<file path="src/rtl/xfer_count_pkg.sv">
package xfer_count_pkg;
    localparam int CMD_FLAG_BIT = 7;
    localparam logic [6:0] OP_NOP   = 7'h00;
    localparam logic [6:0] OP_RESET = 7'h02;
    localparam logic [6:0] OP_XFER  = 7'h10;
endpackage

</file>
<file path="src/rtl/xfer_count_shadow.sv">
module xfer_count_shadow #(
    parameter int BYTE_W    = 8,
    parameter int CNT_BYTES = 3,
    localparam int CNT_W    = BYTE_W * CNT_BYTES,
    localparam int SEL_W    = (CNT_BYTES > 1) ? $clog2(CNT_BYTES) : 1
) (
    input  logic              clk,
    input  logic              rst_n,
    input  logic              soft_rst,
    input  logic              reg_wr,
    input  logic [SEL_W-1:0]  reg_sel,
    input  logic [BYTE_W-1:0] reg_wdata,
    output logic [CNT_W-1:0]  shadow,
    output logic              top_written,
    output logic              cnt_wr
);
    logic [BYTE_W-1:0] sh_d [CNT_BYTES];
    logic [BYTE_W-1:0] sh_q [CNT_BYTES];
    logic              wr_d, wr_q;
    logic              sel_ok;

    assign sel_ok = (32'(reg_sel) < CNT_BYTES);
    assign cnt_wr = reg_wr && sel_ok;

    always_comb begin
        wr_d = wr_q;
        for (int i = 0; i < CNT_BYTES; i++) begin
            sh_d[i] = sh_q[i];
        end
        if (soft_rst) begin
            wr_d = 1'b0;
            for (int i = 0; i < CNT_BYTES; i++) begin
                sh_d[i] = '0;
            end
        end else if (cnt_wr) begin
            for (int i = 0; i < CNT_BYTES; i++) begin
                if (32'(reg_sel) == i) begin
                    sh_d[i] = reg_wdata;
                end
            end
            if (32'(reg_sel) == CNT_BYTES - 1) begin
                wr_d = 1'b1;
            end
        end
    end

    always_ff @(posedge clk or negedge rst_n) begin
        if (!rst_n) begin
            wr_q <= 1'b0;
            for (int i = 0; i < CNT_BYTES; i++) begin
                sh_q[i] <= '0;
            end
        end else begin
            wr_q <= wr_d;
            for (int i = 0; i < CNT_BYTES; i++) begin
                sh_q[i] <= sh_d[i];
            end
        end
    end

    generate
        for (genvar g = 0; g < CNT_BYTES; g++) begin : g_pack
            assign shadow[g*BYTE_W +: BYTE_W] = sh_q[g];
        end
    endgenerate

    assign top_written = wr_q;
endmodule

</file>
<file path="src/rtl/xfer_count_len.sv">
module xfer_count_len #(
    parameter int CNT_W    = 24,
    parameter int ZERO_CNT = 65536,
    parameter int CMD_CAP  = 32
) (
    input  logic [CNT_W-1:0] shadow,
    input  logic [CNT_W-1:0] expect_bytes,
    input  logic             collect,
    output logic [CNT_W-1:0] eff,
    output logic [CNT_W-1:0] len
);
    logic [CNT_W-1:0] limit;

    always_comb begin
        eff   = (shadow == '0) ? CNT_W'(ZERO_CNT) : shadow;
        limit = collect ? CNT_W'(CMD_CAP) : expect_bytes;
        len   = (eff < limit) ? eff : limit;
    end
endmodule

</file>
<file path="src/rtl/xfer_count_core.sv">
module xfer_count_core #(
    parameter int CNT_W = 24
) (
    input  logic             clk,
    input  logic             rst_n,
    input  logic             soft_rst,
    input  logic             cnt_wr,
    input  logic             cmd_wr,
    input  logic             cmd_dma,
    input  logic             cmd_xfer,
    input  logic [CNT_W-1:0] shadow,
    input  logic [CNT_W-1:0] eff,
    input  logic [CNT_W-1:0] len,
    input  logic             dma_ack,
    input  logic             irq_clr,
    output logic [CNT_W-1:0] cnt,
    output logic [CNT_W-1:0] left,
    output logic             busy,
    output logic             tc,
    output logic             dma_mode,
    output logic             irq,
    output logic             cause_bs,
    output logic             done
);
    typedef struct packed {
        logic [CNT_W-1:0] cnt;
        logic [CNT_W-1:0] left;
        logic             busy;
        logic             tc;
        logic             dma_mode;
        logic             irq;
        logic             cause_bs;
        logic             done;
    } state_t;

    state_t s_d, s_q;
    logic   finish;

    always_comb begin
        s_d      = s_q;
        s_d.done = 1'b0;
        finish   = 1'b0;
        if (soft_rst) begin
            s_d = '0;
        end else begin
            if (cnt_wr) begin
                s_d.tc = 1'b0;
            end
            if (irq_clr) begin
                s_d.irq      = 1'b0;
                s_d.cause_bs = 1'b0;
            end
            if (dma_ack && s_q.busy) begin
                s_d.cnt  = s_q.cnt - CNT_W'(1);
                s_d.left = s_q.left - CNT_W'(1);
                finish   = (s_q.left == CNT_W'(1));
            end
            if (cmd_wr) begin
                finish       = 1'b0;
                s_d.dma_mode = cmd_dma;
                s_d.busy     = 1'b0;
                if (cmd_dma) begin
                    s_d.cnt = shadow;
                    if (cmd_xfer) begin
                        s_d.tc   = 1'b0;
                        s_d.cnt  = eff;
                        s_d.left = len;
                        if (len == '0) begin
                            finish = 1'b1;
                        end else begin
                            s_d.busy = 1'b1;
                        end
                    end
                end
            end
            if (finish) begin
                s_d.tc       = 1'b1;
                s_d.irq      = 1'b1;
                s_d.cause_bs = 1'b1;
                s_d.done     = 1'b1;
                s_d.busy     = 1'b0;
                s_d.cnt      = '0;
                s_d.left     = '0;
            end
        end
    end

    always_ff @(posedge clk or negedge rst_n) begin
        if (!rst_n) begin
            s_q <= '0;
        end else begin
            s_q <= s_d;
        end
    end

    assign cnt      = s_q.cnt;
    assign left     = s_q.left;
    assign busy     = s_q.busy;
    assign tc       = s_q.tc;
    assign dma_mode = s_q.dma_mode;
    assign irq      = s_q.irq;
    assign cause_bs = s_q.cause_bs;
    assign done     = s_q.done;
endmodule

</file>
<file path="src/rtl/xfer_count_top.sv">
module xfer_count_top #(
    parameter int          BYTE_W    = 8,
    parameter int          CNT_BYTES = 3,
    parameter int          ZERO_CNT  = 65536,
    parameter int          CMD_CAP   = 32,
    parameter logic [7:0]  CHIP_ID   = 8'hA2,
    localparam int         CNT_W     = BYTE_W * CNT_BYTES,
    localparam int         SEL_W     = (CNT_BYTES > 1) ? $clog2(CNT_BYTES) : 1
) (
    input  logic              clk,
    input  logic              rst_n,
    input  logic              reg_wr,
    input  logic [SEL_W-1:0]  reg_sel,
    input  logic [BYTE_W-1:0] reg_wdata,
    input  logic              cmd_wr,
    input  logic [7:0]        cmd_byte,
    input  logic [SEL_W-1:0]  rd_sel,
    output logic [BYTE_W-1:0] rd_data,
    input  logic [CNT_W-1:0]  xfer_expect,
    input  logic              cmd_collect,
    input  logic              dma_ack,
    input  logic              irq_clr,
    output logic              tc,
    output logic              dma_mode,
    output logic              busy,
    output logic [CNT_W-1:0]  left,
    output logic              done,
    output logic              irq,
    output logic              cause_bs
);
    import xfer_count_pkg::*;

    logic             soft_rst, cmd_dma, cmd_xfer, cnt_wr, top_written;
    logic [CNT_W-1:0] shadow, eff, len, cnt;

    assign cmd_dma  = cmd_byte[CMD_FLAG_BIT];
    assign soft_rst = cmd_wr && (cmd_byte[6:0] == OP_RESET);
    assign cmd_xfer = (cmd_byte[6:0] == OP_XFER);

    xfer_count_shadow #(.BYTE_W(BYTE_W), .CNT_BYTES(CNT_BYTES)) u_shadow (
        .clk(clk), .rst_n(rst_n), .soft_rst(soft_rst),
        .reg_wr(reg_wr), .reg_sel(reg_sel), .reg_wdata(reg_wdata),
        .shadow(shadow), .top_written(top_written), .cnt_wr(cnt_wr)
    );

    xfer_count_len #(.CNT_W(CNT_W), .ZERO_CNT(ZERO_CNT), .CMD_CAP(CMD_CAP)) u_len (
        .shadow(shadow), .expect_bytes(xfer_expect), .collect(cmd_collect),
        .eff(eff), .len(len)
    );

    xfer_count_core #(.CNT_W(CNT_W)) u_core (
        .clk(clk), .rst_n(rst_n), .soft_rst(soft_rst), .cnt_wr(cnt_wr),
        .cmd_wr(cmd_wr), .cmd_dma(cmd_dma), .cmd_xfer(cmd_xfer),
        .shadow(shadow), .eff(eff), .len(len),
        .dma_ack(dma_ack), .irq_clr(irq_clr),
        .cnt(cnt), .left(left), .busy(busy), .tc(tc), .dma_mode(dma_mode),
        .irq(irq), .cause_bs(cause_bs), .done(done)
    );

    always_comb begin
        rd_data = '0;
        for (int i = 0; i < CNT_BYTES; i++) begin
            if (32'(rd_sel) == i) begin
                rd_data = cnt[i*BYTE_W +: BYTE_W];
            end
        end
        if (32'(rd_sel) == CNT_BYTES - 1 && !top_written) begin
            rd_data = BYTE_W'(CHIP_ID);
        end
    end
endmodule

</file>
<file path="config.mk">
export PLATFORM = sky130hd
export DESIGN_NAME = xfer_count_top
export DESIGN_NICKNAME = d
export VERILOG_FILES = /design/src/rtl/xfer_count_pkg.sv /design/src/rtl/xfer_count_shadow.sv /design/src/rtl/xfer_count_len.sv /design/src/rtl/xfer_count_core.sv /design/src/rtl/xfer_count_top.sv
export SDC_FILE = /design/constraint.sdc
export NUM_CORES = 1
export LEC_CHECK = 0
export BUFFER_PORTS_ARGS = -buffer_cell sky130_fd_sc_hd__buf_2
export CAP_MARGIN = 20
export CELL_PAD_IN_SITES_DETAIL_PLACEMENT = 0
export CELL_PAD_IN_SITES_GLOBAL_PLACEMENT = 1
export CORE_MARGIN = 1
export CORE_UTILIZATION = 44
export DETAILED_ROUTE_END_ITERATION = 8
export GPL_ROUTABILITY_DRIVEN = 0
export GPL_TIMING_DRIVEN = 0
export HOLD_SLACK_MARGIN = 0.12
export PLACE_DENSITY = 0.82
export SLEW_MARGIN = 20
export SYNTH_ARGS = -nofsm -noshare
export SYNTH_HDL_FRONTEND = slang
export SYNTH_SLANG_ARGS = --single-unit
</file>
<file path="constraint.sdc">
create_clock -name clk -period 3.7 [get_ports clk]
set_input_delay 0.37 -clock clk [delete_from_list [all_inputs] [get_ports clk]]
set_output_delay 0.37 -clock clk [all_outputs]
set_load 0.03 [all_outputs]
</file>
==> run summary <==
Period minus WS final: 3.528 ns
Root Buffer: clkbuf_16
Reg area: 1952 sq um
Slew @ Worst Pin: 1.063 ns
Final hold violation count: 0
RSZ-0062 raised after global routing: false
Power per Cell Area: 483.5 nW/um^2
PostCTS Resize Cnt: 0
Routed via count: 4885
Leak: 2.964 nW
Min-Delay Path Class: in2reg
Clock power frac: 0.311
Num Clock Sinks: 78
Met1 Usage GRT: 0.3659
Post-DP HPWL: 12660 microns
Post-Synthesis Cells: 618
Final cycle utilization of the critical path: 0.9534
Core ar.: 12110 sq um
Area of the mapped netlist: 5508 sq um
Sw frac: 0.3629
Worst endpoint required time: 3.97 ns
Initial antenna violation count: 0
DIE AREA: 12970 sq um
Layout Nets: 792
ANT cells: 0
Met3 GRT Util: 0.02922
Critical path origin: u_shadow.shadow[21]
Max cap viols: 0
GRT met2 Usage: 0.4065
Max Buffers Root-to-Sink: 2
Pre-Repair DR Iteration Count: 6
Initial core utilization: 0.4548
Gr busiest metal: met2
Number of global-route vias before repair: 4756
Number of vias per cell: 5.495
Insertion delay of the later-clocked pin in the worst-skew pair: 0.36 ns
Syn_nets: 694
First-pass GRT wire length: 25470 microns
RR Startpoint: u_shadow.shadow[21]
Relative slew slack: 0.2915
Seq/Total Area, Yosys: 0.3544
FF+latch count, synth: 78
Top_reg_cell synth: dfrtp_1
Total grt overflow: 0
Final instance area: 6500 sq um
CP Max Fanout: 6
Final max-slew violation count: 0
Dpl cell area: 6166 sq um
Post-DR wirelength/cell: 18.21 microns
Clock transition at path regs: 0.06 ns
Area grow syn2layout: 18.01%
Post-CTS setup buffer count: 0
Row count: 40
Total Routing Usage GR: 0.2639
Sequential Power Share: 0.383
Area of the multi-input gates: 3201 sq um
Worst Setup End Kind: flop
Synth cell types: 57
Post-synth EDFFs: 0
Fmax: 283.5 MHz
Commonest non-fill, non-tap cells in the layout: buf_2, nor2_1, dfrtp_1, clkbuf_1, nand2_1
Net Sw Power: 0.001141 W
Port bufs: 85
Filler Cell Count: 1153
Largest net degree at the start of global routing: 49
Post-route ant nets: 0
DRC Markers: 0
Startpoint of the worst hold path: cmd_wr
I/O pin total: 89
Syn Area/Cell: 8.912 sq um
DRT iter0 DRCs: 296
YS warnings: 0
Fraction of registers with async set/reset: 1.000
Final Skew: 0.006850 ns
Kind of critical path: reg2reg
Int Pwr: 0.002002 W
Total Wirelength: 16190 microns
Comb power frac: 0.306
Arr. time, crit path: 3.80 ns
TritonCTS Buffers: 9
VDD IR max: 0.1905 mV
Die W: 113.9 microns
Layout cell share with drive strength beyond 1: 0.2191
H-Tree Depth: 3
Die H: 113.9 microns
Endpoints failing setup: 0
CP Launch Type: flop
Setup TNS: 0 ns
TritonCTS clock tree: done
Status: completed
Commonest non-fill, non-tap cell in the layout: buf_2
==> metal layers <==
layer,wire length [microns],share of wire
met5,0,0
met4,511,0.032
met3,787,0.049
met2,7283,0.45
met1,7605,0.47
==> worst max-delay path, stage by stage (launching register included) <==
cell and delay (ns):
dfrtp_1 0.47, nor4_1 0.35, nand4_1 0.20, nor2_1 0.16
nor2_1 0.09, inv_1 0.06, ha_1 0.22, nand3_1 0.13
o211ai_1 0.21, a221oi_1 0.96, o21ai_0 0.37, a21oi_1 0.22
==> path summary, 6_finish.rpt <==
check	endpoint	slack, ns	cells past startpoint
max in group asynchronous	u_core.left[18]	2.51	3
setup / recovery	u_core.cnt[22]	0.17	11
min in group asynchronous	u_shadow.top_written	0.58	2
hold / removal	u_core.dma_mode	0.28	2
hold reg to reg	u_core.tc	0.52	1
setup reg to reg	u_core.cnt[22]	0.17	11
==> cell usage after synthesis (3+ instances only) <==
master    instances  area share
a211oi_1         26       0.035
a211oi_2          6       0.014
a21oi_1          24       0.022
a22oi_1           8       0.011
and2_1            6      0.0068
and3_1            3      0.0034
buf_2             5      0.0045
buf_4             3      0.0041
buf_6             3      0.0061
clkbuf_1         39       0.027
dfrtp_1          78        0.35
ha_1             25       0.057
inv_1            32       0.022
mux2_2           20       0.041
mux2i_1          34       0.062
nand2_1          35       0.024
nand2b_1         25       0.028
nand3_1           8      0.0073
nand3b_1          5      0.0068
nand4_1           4      0.0045
nor2_1           85       0.058
nor2b_1           4      0.0045
nor3_1            7      0.0064
nor3_2            4      0.0073
nor3b_1           3      0.0041
nor4_1           15       0.017
nor4_2            4      0.0091
o211ai_1          4      0.0055
o21ai_0          15       0.014
o21ai_1           3      0.0027
o22ai_1           3      0.0034
or3_1             7      0.0080
xnor2_1          29       0.046
xor2_1           14       0.022
==> flip-flops by register name, indices dropped and copies added (netlist names) <==
register / flops
u_core.busy: 1
u_shadow.top_written: 1
u_core.left: 24
u_shadow.shadow: 24
u_core.cnt: 24
u_core.done: 1
u_core.dma_mode: 1
u_core.cause_bs: 1
u_core.tc: 1
==> power groups by stage <==
stage	clock, W	sequential (W)	combinational, W
after CTS	0.000988	0.00120	0.000959
after floorplan	0	0.00119	0.000644
after global routing	0.00102	0.00122	0.00106
after global placement	0	0.00121	0.000929
after detailed placement	0	0.00121	0.000951
final	0.000977	0.00120	0.000962
==> logic make-up after synthesis <==
group                    share of synthesized area
XOR/XNOR                                   0.06838
buffers and inverters                      0.06452
adder cells (fa/ha/maj)                    0.05884
flip-flops                                  0.3544
AND/OR/NAND/NOR                             0.2238
multiplexers                                0.1027
AO/OA/AOI/OAI                               0.1274
==> cell type report <==
| cell class | count | share of cell area |
|---|---|---|
| plain buffers | 52 | 0.03619 |
| repair buffers | 87 | 0.07045 |
| well taps | 168 | 0.03234 |
| flip-flops and latches | 78 | 0.3003 |
| clock inverters | 7 | 0.01521 |
| multi-input cells | 456 | 0.4924 |
| clock buffers | 9 | 0.03465 |
| inverters | 32 | 0.01848 |
==> repair_timing <==
| action | in CTS | in global routing |
|---|---|---|
| hold endpoints to repair | 47 | 0 |
| setup endpoints to repair | 0 | 0 |
| hold buffers | 1 | 0 |
==> metrics by stage <==
stage,worst slack [ns],instances,total power [W],hold WS [ns],utilization
2_1_floorplan,0.7723,618,0.001835,0.07441,-
3_3_place_gp,0.005126,871,0.002137,0.5126,0.5072
3_5_place_dp,0.03050,872,0.002164,0.4388,0.5091
4_1_cts,0.2966,889,0.003145,0.2699,0.5367
5_1_grt,0.01677,889,0.003298,0.2955,0.5367
6_report,0.1725,889,0.003143,0.2780,0.5367
No activity file was read; power rests on OpenSTA's default activity.
